<file path="config.mk">
export PLATFORM = sky130hd
export DESIGN_NAME = smbus_blkbuf
export DESIGN_NICKNAME = d
export VERILOG_FILES = /design/src/rtl/smbb_pkg.sv /design/src/rtl/smbb_ptr.sv /design/src/rtl/smbb_store.sv /design/src/rtl/smbb_regs.sv /design/src/rtl/smbus_blkbuf.sv
export SDC_FILE = /design/constraint.sdc
export NUM_CORES = 1
export LEC_CHECK = 0
export BUFFER_PORTS_ARGS = -buffer_cell sky130_fd_sc_hd__clkbuf_2
export CAP_MARGIN = 30
export CORE_MARGIN = 5
export CORE_UTILIZATION = 30
export CTS_BUF_LIST = sky130_fd_sc_hd__clkbuf_8
export CTS_CLUSTER_DIAMETER = 200
export DETAILED_ROUTE_END_ITERATION = 6
export SLEW_MARGIN = 20
export SYNTH_ARGS = -nofsm -noshare
export SYNTH_HDL_FRONTEND = slang
export SYNTH_SLANG_ARGS = --single-unit
</file>
<file path="constraint.sdc">
create_clock -name clk_i -period 3.5 [get_ports clk_i]
set_clock_uncertainty 0.2 [all_clocks]
set_input_delay 0 -clock clk_i [delete_from_list [all_inputs] [get_ports clk_i]]
set_output_delay 0 -clock clk_i [all_outputs]
set_load 0.005 [all_outputs]
</file>
<file path="src/rtl/smbb_pkg.sv">
package smbb_pkg;
  parameter int unsigned SMBB_DEPTH  = 32;
  parameter int unsigned SMBB_DW     = 8;
  parameter int unsigned SMBB_EN_BIT = 1;
endpackage

</file>
<file path="src/rtl/smbb_ptr.sv">
module smbb_ptr #(
  parameter int unsigned DEPTH = smbb_pkg::SMBB_DEPTH,
  localparam int unsigned IW   = $clog2(DEPTH)
) (
  input  logic          clk_i,
  input  logic          rst_ni,
  input  logic          clr_i,
  input  logic          adv_i,
  output logic [IW-1:0] idx_o
);
  localparam logic [IW-1:0] LAST = IW'(DEPTH - 1);

  logic [IW-1:0] idx_q;

  always_ff @(posedge clk_i or negedge rst_ni) begin
    if (!rst_ni)                       idx_q <= '0;
    else if (clr_i)                    idx_q <= '0;
    else if (adv_i && idx_q != LAST)   idx_q <= idx_q + 1'b1;
  end

  assign idx_o = idx_q;

  a_r4_rewind: assert property (@(posedge clk_i) disable iff (!rst_ni)
    clr_i |=> idx_o == '0);
  a_r5_saturate: assert property (@(posedge clk_i) disable iff (!rst_ni)
    (adv_i && !clr_i && idx_o == LAST) |=> idx_o == LAST);
endmodule

</file>
<file path="src/rtl/smbb_store.sv">
module smbb_store #(
  parameter int unsigned DEPTH = smbb_pkg::SMBB_DEPTH,
  parameter int unsigned DW    = smbb_pkg::SMBB_DW,
  localparam int unsigned IW   = $clog2(DEPTH)
) (
  input  logic          clk_i,
  input  logic          rst_ni,
  input  logic          we_i,
  input  logic [IW-1:0] waddr_i,
  input  logic [DW-1:0] wdata_i,
  input  logic [IW-1:0] raddr_a_i,
  output logic [DW-1:0] rdata_a_o,
  input  logic [IW-1:0] raddr_b_i,
  output logic [DW-1:0] rdata_b_o
);
  logic [DW-1:0] mem_q [DEPTH];

  for (genvar g = 0; g < DEPTH; g++) begin : g_ent
    always_ff @(posedge clk_i or negedge rst_ni) begin
      if (!rst_ni)                             mem_q[g] <= '0;
      else if (we_i && waddr_i == IW'(g))      mem_q[g] <= wdata_i;
    end
  end

  assign rdata_a_o = mem_q[raddr_a_i];
  assign rdata_b_o = mem_q[raddr_b_i];
endmodule

</file>
<file path="src/rtl/smbb_regs.sv">
module smbb_regs #(
  parameter int unsigned DEPTH  = smbb_pkg::SMBB_DEPTH,
  parameter int unsigned DW     = smbb_pkg::SMBB_DW,
  parameter int unsigned EN_BIT = smbb_pkg::SMBB_EN_BIT
) (
  input  logic          clk_i,
  input  logic          rst_ni,
  input  logic          aux_wr_i,
  input  logic [DW-1:0] aux_wdata_i,
  input  logic          cnt_wr_i,
  input  logic [DW-1:0] cnt_wdata_i,
  input  logic          eng_cnt_wr_i,
  input  logic [DW-1:0] eng_cnt_i,
  output logic [DW-1:0] aux_o,
  output logic          en_o,
  output logic [DW-1:0] count_o,
  output logic          err_o
);
  localparam logic [DW-1:0] MAX_CNT = DW'(DEPTH);

  logic          en_q;
  logic [DW-1:0] cnt_q;
  logic          err_q;
  logic          eng_bad;

  assign eng_bad = (eng_cnt_i == '0) || (eng_cnt_i > MAX_CNT);

  always_ff @(posedge clk_i or negedge rst_ni) begin
    if (!rst_ni)       en_q <= 1'b0;
    else if (aux_wr_i) en_q <= aux_wdata_i[EN_BIT];
  end

  always_ff @(posedge clk_i or negedge rst_ni) begin
    if (!rst_ni) begin
      cnt_q <= '0;
      err_q <= 1'b0;
    end else if (eng_cnt_wr_i) begin
      cnt_q <= eng_cnt_i;
      err_q <= eng_bad;
    end else if (cnt_wr_i) begin
      cnt_q <= cnt_wdata_i;
      err_q <= 1'b0;
    end
  end

  always_comb begin
    aux_o         = '0;
    aux_o[EN_BIT] = en_q;
  end

  assign en_o    = en_q;
  assign count_o = cnt_q;
  assign err_o   = err_q;

  a_r7_flag_zero: assert property (@(posedge clk_i) disable iff (!rst_ni)
    (eng_cnt_wr_i && eng_cnt_i == '0) |=> err_o);
  a_r7_clear_valid: assert property (@(posedge clk_i) disable iff (!rst_ni)
    (eng_cnt_wr_i && eng_cnt_i != '0 && eng_cnt_i <= MAX_CNT) |=> !err_o);
  a_r6_sw_count: assert property (@(posedge clk_i) disable iff (!rst_ni)
    (cnt_wr_i && !eng_cnt_wr_i) |=> count_o == $past(cnt_wdata_i));
endmodule

</file>
<file path="src/rtl/smbus_blkbuf.sv">
module smbus_blkbuf #(
  parameter int unsigned DEPTH  = smbb_pkg::SMBB_DEPTH,
  parameter int unsigned DW     = smbb_pkg::SMBB_DW,
  parameter int unsigned EN_BIT = smbb_pkg::SMBB_EN_BIT
) (
  input  logic          clk_i,
  input  logic          rst_ni,
  input  logic          i2c_mode_i,
  input  logic          ctl_rd_i,
  input  logic          aux_wr_i,
  input  logic [DW-1:0] aux_wdata_i,
  output logic [DW-1:0] aux_o,
  input  logic          cnt_wr_i,
  input  logic [DW-1:0] cnt_wdata_i,
  output logic [DW-1:0] count_o,
  input  logic          blk_wr_i,
  input  logic [DW-1:0] blk_wdata_i,
  input  logic          blk_rd_i,
  output logic [DW-1:0] blk_rdata_o,
  input  logic          eng_start_i,
  input  logic          eng_pop_i,
  output logic [DW-1:0] eng_pop_data_o,
  input  logic          eng_push_i,
  input  logic [DW-1:0] eng_push_data_i,
  input  logic          eng_cnt_wr_i,
  input  logic [DW-1:0] eng_cnt_i,
  output logic          cnt_err_o
);
  localparam int unsigned IW = $clog2(DEPTH);

  logic          en, act;
  logic          sw_store, eng_store, sw_adv, eng_adv, we;
  logic [IW-1:0] sw_idx, eng_idx, waddr;
  logic [DW-1:0] wdata, rd_sw, rd_eng;

  smbb_regs #(.DEPTH(DEPTH), .DW(DW), .EN_BIT(EN_BIT)) u_regs (
    .clk_i, .rst_ni,
    .aux_wr_i, .aux_wdata_i,
    .cnt_wr_i, .cnt_wdata_i,
    .eng_cnt_wr_i, .eng_cnt_i,
    .aux_o, .en_o(en), .count_o, .err_o(cnt_err_o)
  );

  // store serves SMBus block protocols only
  assign act       = en && !i2c_mode_i;
  assign eng_store = act && eng_push_i;
  assign sw_store  = act && blk_wr_i && !eng_push_i;
  assign sw_adv    = act && (blk_rd_i || (blk_wr_i && !eng_push_i));
  assign eng_adv   = act && (eng_pop_i || eng_push_i);
  assign we        = eng_store || sw_store;
  assign waddr     = eng_store ? eng_idx : sw_idx;
  assign wdata     = eng_store ? eng_push_data_i : blk_wdata_i;

  smbb_ptr #(.DEPTH(DEPTH)) u_sw_ptr (
    .clk_i, .rst_ni, .clr_i(ctl_rd_i), .adv_i(sw_adv), .idx_o(sw_idx)
  );

  smbb_ptr #(.DEPTH(DEPTH)) u_eng_ptr (
    .clk_i, .rst_ni, .clr_i(eng_start_i), .adv_i(eng_adv), .idx_o(eng_idx)
  );

  smbb_store #(.DEPTH(DEPTH), .DW(DW)) u_store (
    .clk_i, .rst_ni,
    .we_i(we), .waddr_i(waddr), .wdata_i(wdata),
    .raddr_a_i(sw_idx), .rdata_a_o(rd_sw),
    .raddr_b_i(eng_idx), .rdata_b_o(rd_eng)
  );

  assign blk_rdata_o    = act ? rd_sw  : '0;
  assign eng_pop_data_o = act ? rd_eng : '0;

  a_r10_sw_frozen: assert property (@(posedge clk_i) disable iff (!rst_ni)
    (!act && !ctl_rd_i) |=> $stable(sw_idx));
  a_r10_eng_frozen: assert property (@(posedge clk_i) disable iff (!rst_ni)
    (!act && !eng_start_i) |=> $stable(eng_idx));
  a_r11_push_wins: assert property (@(posedge clk_i) disable iff (!rst_ni)
    (eng_push_i && blk_wr_i && !blk_rd_i && !ctl_rd_i) |=> $stable(sw_idx));
  a_r10_quiet_out: assert property (@(posedge clk_i) disable iff (!rst_ni)
    !act |-> (blk_rdata_o == '0 && eng_pop_data_o == '0));
endmodule

</file>
==> out/results.txt, run 1 <==
Routed length per instance -> 23.5 µm
Top Family by Delay on Critical Path -> compound AO/OA/AOI/OAI gates
FF+latch count, synth -> 276
RSZ-0062 raised after global routing -> false
Reg-to-Reg End -> u_sw_ptr.idx_o[0]$_DFFE_PN0P_
Critical Path Sink Type -> output pin
Hold_sp -> cnt_wdata_i[5]
Row count -> 81
Buf/Inv on CP -> 3
Worst slack, placed -> 0.536 ns
Drt first pass iters -> 5
Syn avg cell area -> 14.2 µm²
H-tree Lvls -> 2
Setup TNS Final -> 0 ns
Final Util -> 0.364
Clk sinks -> 276
Overflow after GRT -> 0
Slowest stage delay, CP -> 0.59 ns
GPL Wtd Cong -> 0.859
Global-route wire length before repair -> 68000 µm
Crit path time final -> 3.47 ns
EDFF count, synth -> 0
CP startpoint kind -> flop
Layout area overhead -> 19.9%
Layout cells sized above 1 -> 0.496
CTS tree -> built
Initial antenna violation count -> 1
Final WS setup -> 0.0260 ns
Largest net degree at the start of global routing -> 125
Die area -> 54200 µm²
R2R cell count -> 10
Slowest-stage cell, CP -> a211oi_1
Max-slew headroom -> 0.469
Pwr Density -> 407 nW/µm²
Crit-path max FO -> 10
PortBufs -> 70
Worst Path Required -> 3.30 ns
Core region area -> 49100 µm²
Main flop type after synthesis -> dfrtp_1
Arrival time worst endpoint -> 3.27 ns
Share of the yosys chip area belonging to registers -> 0.464
Worst hold stages -> 4
Hold EP -> u_regs.count_o[5]$_DFFE_PN0P_
Hold crit path type -> in -> reg
Die Wd -> 233 µm
Yosys synthesis warning count -> 0
Io pins -> 85
F_max -> 288 MHz
Pins Over Slew Limit -> 0
Crit path top cell by count -> buf_4
Reg2reg start -> u_sw_ptr.idx_o[2]$_DFFE_PN0P_
Mapped cell area -> 14900 µm²
Netlist cell types -> 45
Setup-failing EPs final -> 0
HPWL after DPL -> 28800 µm
Nets -> 1262
Critical Path, Cell by Cell -> buf_4 -> nand3b_1 -> o22ai_1 -> a2111oi_1 -> buf_4 -> a211oi_1 -> clkbuf_2
CP Depth -> 7
Status -> complete, no violations
Post-synth ARST share -> 1.00
Global Route Usage Sum -> 0.165
Final Hold Vio Count -> 0
Finished Layout Cells -> 1906
Worst reg-to-reg setup slack -> 0.16 ns
Die H -> 233 µm
Post-Syn Instances -> 1052
Num CTS Buffers -> 48
Via-per-instance ratio -> 5.34
Vias in the first global route -> 10.8k
Slew @ Worst Pin -> 0.791 ns
Clock root buffer -> clkbuf_8
Lkg Pwr -> 0.00793 µW
Fin crit share -> 0.993
Largest buffer count on any clock path -> 3
Maximum vdd drop -> 210 µV
Initial drt markers -> 913
Residual DRC count -> 0
Total via count in the routed design -> 10.2k
Clock edge transition at the registers on the reported setup and hold paths -> 0.06 ns
Critical path type -> reg -> out
Max_cap viols -> 0
Residual antenna-violating net count after detailed routing -> 0
Clock latency on the worst-skew pair -> 0.62 ns
Starting Density -> 0.304
Post-Route WL -> 44900 µm
Placed Cells -> 1760
worst max-delay path by stage:
stage,start,endpoint
floorplan,u_eng_ptr.idx_o[3]$_DFFE_PN0P_,u_eng_ptr.idx_o[3]$_DFFE_PN0P_
global placement,u_eng_ptr.idx_o[1]$_DFFE_PN0P_,eng_pop_data_o[6]
detailed placement,u_eng_ptr.idx_o[1]$_DFFE_PN0P_,eng_pop_data_o[6]
CTS,u_eng_ptr.idx_o[0]$_DFFE_PN0P_,eng_pop_data_o[0]
global route,u_sw_ptr.idx_o[1]$_DFFE_PN0P_,blk_rdata_o[2]
finish,u_sw_ptr.idx_o[1]$_DFFE_PN0P_,blk_rdata_o[2]
timing repair:
item / in CTS / in global routing
pin swaps: 0 / 0
resized for setup: 5 / 3
endpoints found under the hold margin: 296 / 0
hold buffers: 56 / 0
setup endpoints to repair: 3 / 3
buffers inserted: 0 / 3
final cells by class:
cell class / instances / area (µm²)
multi-input combinational: 685 / 7600
tap: 664 / 831
sequential: 276 / 6920
inverter: 1 / 3.75
clock inverter: 22 / 95.1
timing repair buffer: 194 / 1550
antenna: 1 / 2.50
fill: 4699 / 31200
clock buffer: 63 / 867
kinds of logic after synthesis:
group / share of synthesized area
adder cells (fa/ha/maj): 0.00336
buffers and inverters: 0.0293
AO/OA/AOI/OAI: 0.0571
flip-flops: 0.464
multiplexers: 0.403
other: 0.000252
AND/OR/NAND/NOR: 0.0396
XOR/XNOR: 0.00412
state kept, by name (all words and copies together) (netlist names):
| name | flops |
|---|---|
| u_store.mem_q | 256 |
| u_regs.count_o | 8 |
| u_eng_ptr.idx_o | 5 |
| u_sw_ptr.idx_o | 5 |
| u_regs.en_o | 1 |
| u_regs.err_o | 1 |
power breakdown:
part,leakage (µW),switching (µW),internal [µW]
Sequential,0.00380,93.3,3290
Clock,0.000561,1380,1600
Combinational,0.00357,466,454
per-layer routing:
| metal | wire length, µm | up-vias | track usage | share of wire |
|---|---|---|---|---|
| met4 | 1760 | 0 | 0.0681 | 0.039 |
| li1 | - | 4359 | - | - |
| met1 | 18900 | 5409 | 0.217 | 0.42 |
| met2 | 21800 | 319 | 0.270 | 0.49 |
| met3 | 2390 | 86 | 0.0294 | 0.053 |
| met5 | 0 | - | 0 | 0 |
synthesized netlist by cell type (2+ instances only):
cell	number	area, µm²
buf_4	13	97.6
xor2_1	5	43.8
a2111oi_0	8	70.1
mux2_1	4	45.0
nor2b_1	8	50.1
a221oi_1	8	70.1
nand3_1	6	30.0
buf_2	19	95.1
mux4_2	104	2340
o221ai_1	8	70.1
xnor2_1	2	17.5
nand2b_1	4	25.0
or2_1	2	12.5
a21oi_1	16	80.1
nor3b_1	2	15.0
clkbuf_1	55	206
nand4_1	2	12.5
and3_1	5	31.3
o22ai_1	8	50.1
a22oi_1	7	52.6
buf_1	9	33.8
a31oi_1	8	50.1
mux2i_2	2	27.5
o2111ai_1	8	70.1
nand3b_1	4	30.0
o21ai_0	9	45.0
dfrtp_1	276	6910
nor3_1	3	15.0
nor2_2	18	113
nand2_1	41	154
a211oi_1	17	128
mux2i_1	54	541
a22o_1	16	140
mux2_2	270	3040
nor2_1	18	67.6
ha_1	4	50.1
worst reg2reg max path, stage by stage (launching register included):
cell	delay [ns]
dfrtp_2	0.56
buf_6	0.30
buf_4	0.32
and3_1	0.20
ha_1	0.14
a211oi_1	0.04
dlygate4sd3_1	0.57
buf_4	0.16
xnor2_1	0.14
nor2_1	0.06
dlygate4sd3_1	0.55
cells in the final DEF, fill, tap and decap left out, types with 5 or more instances in the layout:
cell,instances
a22oi_1,7
a31oi_1,8
mux2i_1,54
dfrtp_1,272
clkbuf_2,69
a211oi_1,16
a21oi_1,16
mux2_2,270
o22ai_1,8
nand3_1,6
nor2b_1,7
a22o_1,16
buf_4,58
o21ai_0,9
conb_1,7
xor2_1,5
a221oi_1,5
nor2_2,18
nand2_1,41
dlygate4sd3_1,56
o221ai_1,8
clkbuf_8,63
buf_12,7
o2111ai_1,8
and3_1,5
a2111oi_0,7
clkinv_2,6
mux4_2,104
nor2_1,18
inv_1,16
metrics by stage:
step	power, µW	instance area, µm²	hold WS, ns
after floorplan	3890	14900	-0.496
after CTS	7360	17800	0.0108
final	7280	17900	0.0630
after global routing	7570	17900	0.0603
after detailed placement	4290	16200	-0.0148
after global placement	4270	16200	-0.0236
Note: power is estimated with default switching activity, not from simulation.
==> inputs of run 2 (changes only) <==
--- a/config.mk
+++ b/config.mk
@@ -8,10 +8,11 @@
 export BUFFER_PORTS_ARGS = -buffer_cell sky130_fd_sc_hd__clkbuf_2
 export CAP_MARGIN = 30
 export CORE_MARGIN = 5
-export CORE_UTILIZATION = 30
+export CORE_UTILIZATION = 64
 export CTS_BUF_LIST = sky130_fd_sc_hd__clkbuf_8
 export CTS_CLUSTER_DIAMETER = 200
 export DETAILED_ROUTE_END_ITERATION = 6
+export PLACE_DENSITY = 0.83
 export SLEW_MARGIN = 20
 export SYNTH_ARGS = -nofsm -noshare
 export SYNTH_HDL_FRONTEND = slang
==> run 2 against run 1 <==
Net effect:
- worst hold slack got worse by 0.016 ns
- design area decreased by 4.0%
- global-route usage increased by 16 points
- first-iteration DRC count increased by 39%
- non-clock buffer count decreased by 30
- wire length decreased by 5.9%
- die area decreased by 51%
- maximum frequency increased by 2.2%
- core utilization increased by 39 points
- sequential share of layout area increased by 1.6 points
- clock power increased by 3%
- setup slack improved by 0.076 ns
==> out/results.txt, run 2 (synthesis results as in run 1) <==
Status -> complete, no violations
CP startpoint kind -> flop
Critical Path Sink Type -> output pin
GPL Wtd Cong -> 0.881 (+2.6%)
Overflow after GRT -> 0 (unchanged)
Crit path launch -> u_eng_ptr.idx_o[1]$_DFFE_PN0P_
Core region area -> 22800 µm² (-54%)
Worst Path Required -> 3.30 ns (about the same)
Final Util -> 0.753 (+0.389)
Hold_sp -> ctl_rd_i
Clk sinks -> 276 (unchanged)
Critical path type -> reg -> out
Top Family by Delay on Critical Path -> compound AO/OA/AOI/OAI gates
H-tree Lvls -> 2 (unchanged)
WHS -> 0.0466 ns (-0.0164 ns)
Setup-failing EPs final -> 0 (unchanged)
Net switching power -> 1850 µW (-4.2%)
Post-Route WL -> 42200 µm (-5.9%)
Initial drt markers -> 1273 (+39%)
Clock root buffer -> clkbuf_8
RSZ-0062 raised after global routing -> false
Fin crit share -> 0.971 (-0.0218)
Sequential Power Share -> 0.462 (-0.002)
Finished Layout Cells -> 1522 (-20%)
Routed length per instance -> 27.7 µm (+18%)
Total via count in the routed design -> 10.5k (+3.4%)
Residual DRC count -> 0 (unchanged)
Maximum vdd drop -> 230 µV (+9.5%)
Num CTS Buffers -> 47 (-2.1%)
Critical Path, Cell by Cell -> buf_4 -> mux4_2 -> nand2_1 -> o2111ai_1 -> a221oi_1 -> a211oi_1 -> clkbuf_2
Most frequent cells in the layout -> 273 x dfrtp_1, 270 x mux2_2, 104 x mux4_2
Row count -> 55 (-32%)
Lkg Pwr -> 0.00777 µW (-2.0%)
Pins Over Slew Limit -> 0 (unchanged)
Placed Cells -> 1389 (-21%)
Die area -> 26400 µm² (-51%)
Fillers -> 1384 (-71%)
Largest register FFs -> 256 (unchanged)
Hold crit path type -> in -> reg
Number of diodes -> 0 (-1)
Most common cell after layout, fill and taps aside -> dfrtp_1
Slowest stage delay, CP -> 0.71 ns (+0.12 ns)
Pwr Density -> 427 nW/µm² (+4.8%)
Crit path time final -> 3.40 ns (-0.0763 ns)
Starting Density -> 0.654 (+0.350)
Setup TNS Final -> 0 ns (unchanged)
Switching Share -> 0.253 (-0.0129)
Largest buffer count on any clock path -> 3 (unchanged)
Reg2reg start -> u_eng_ptr.idx_o[0]$_DFFE_PN0P_
Initial antenna violation count -> 0 (-1)
Nets -> 1231 (-2.5%)
Arrival time worst endpoint -> 3.20 ns (-0.07 ns)
Most flops, register -> u_store.mem_q
F_max -> 294 MHz (+2.2%)
Clock latency on the worst-skew pair -> 0.56 ns (-0.06 ns)
Max_cap viols -> 0 (unchanged)
Slew @ Worst Pin -> 0.810 ns (+0.0193 ns)
Layout area overhead -> 15.2%
Drt first pass iters -> 5 (unchanged)
Clock group share of total power -> 0.417 (+0.008)
HPWL after DPL -> 26000 µm (-10%)
Layout cells sized above 1 -> 0.486 (-0.00922)
Buf/Inv on CP -> 2 (-1)
Die H -> 163 µm (-30%)
PortBufs -> 70 (unchanged)
Die Wd -> 163 µm (-30%)
Io pins -> 85 (unchanged)
Slowest-stage cell, CP -> dfrtp_4
Share of power burned in combinational logic -> 0.120 (-0.006)
Residual antenna-violating net count after detailed routing -> 0 (unchanged)
Crit-path max FO -> 26 (+16)
Max-slew headroom -> 0.456 (-0.0130)
Final Hold Vio Count -> 0 (unchanged)
Global-route wire length before repair -> 65200 µm (-4.0%)
Clock edge transition at the registers on the reported setup and hold paths -> 0.06 ns (about the same)
CTS tree -> built
Global Route Usage Sum -> 0.323 (+0.158)
Largest net degree at the start of global routing -> 108 (-14%)
Vias in the first global route -> 11.0k (+1.9%)
Via-per-instance ratio -> 6.91 (+30%)
Internal power consumption -> 5480 µW (+2.5%)
## run 2: changes by cell type in the layout (fill, tap and decap cells not counted), moves of 3 or more
| cell | before | now |
|---|---|---|
| a221oi_1 | 5 | 8 |
| clkinv_2 | 6 | 3 |
| clkbuf_8 | 63 | 67 |
| dlygate4sd3_1 | 56 | 48 |
| buf_12 | 7 | 4 |
| buf_4 | 58 | 40 |
| inv_1 | 16 | 13 |
| a221oi_2 | 3 | 0 |
## run 2: per-stage QoR
step / total power [µW] / setup slack [ns] / area [µm²]
after floorplan: 3890 / 0.861 / 14900
after global placement: 4220 / 0.492 / 15600
after detailed placement: 4230 / 0.402 / 15600
after CTS: 7320 / 0.00118 / 17100
after global routing: 7580 / 0.0392 / 17200
final: 7330 / 0.102 / 17200
## run 2: final timing paths
path,slack (ns),depth (start not counted),end
worst min register to register,0.32,1,u_store.mem_q[152]$_DFFE_PN0P_
worst min-delay path,0.05,3,u_sw_ptr.idx_o[1]$_DFFE_PN0P_
min in group asynchronous,0.43,3,u_regs.count_o[1]$_DFFE_PN0P_
max in group asynchronous,1.62,4,u_store.mem_q[215]$_DFFE_PN0P_
worst max register to register,0.14,8,u_eng_ptr.idx_o[4]$_DFFE_PN0P_
worst max-delay path,0.10,7,eng_pop_data_o[1]
## run 2: cell type report
cell class              instances  area, µm²  area share
well taps                     313        392      0.0228
clock inverters                16       90.1     0.00525
multi-input cells             685       7570       0.441
clock buffers                  67        922      0.0537
inverters                       1       3.75    0.000219
flip-flops and latches        276       6920       0.403
repair buffers                164       1260      0.0734
## run 2: what timing repair did
item                                    in CTS  in global routing
endpoints found under the hold margin      256                  0
buffers inserted                             0                  2
hold buffers                                48                  0
endpoints found under the setup margin       0                 13
resized for setup                            0                  2
## run 2: metal layers
metal,wire (µm),vias to the layer above,global-route usage
met5,0,-,0
met4,2170,0,0.158
met3,4340,151,0.0855
met2,19500,687,0.493
met1,16200,5376,0.437
li1,-,4307,-
## run 2: worst min-delay path, stage by stage
cell and delay, ns:
dlygate4sd3_1 0.53, clkbuf_2 0.17, nor2_1 0.06
## run 2: power by group through the flow
| stage | Clock (µW) | Sequential [µW] | Combinational (µW) |
|---|---|---|---|
| finish | 3060 | 3390 | 881 |
| global route | 3240 | 3400 | 935 |
| CTS | 3080 | 3400 | 836 |
| detailed placement | 0 | 3450 | 780 |
| global placement | 0 | 3450 | 766 |
| floorplan | 0 | 3390 | 507 |
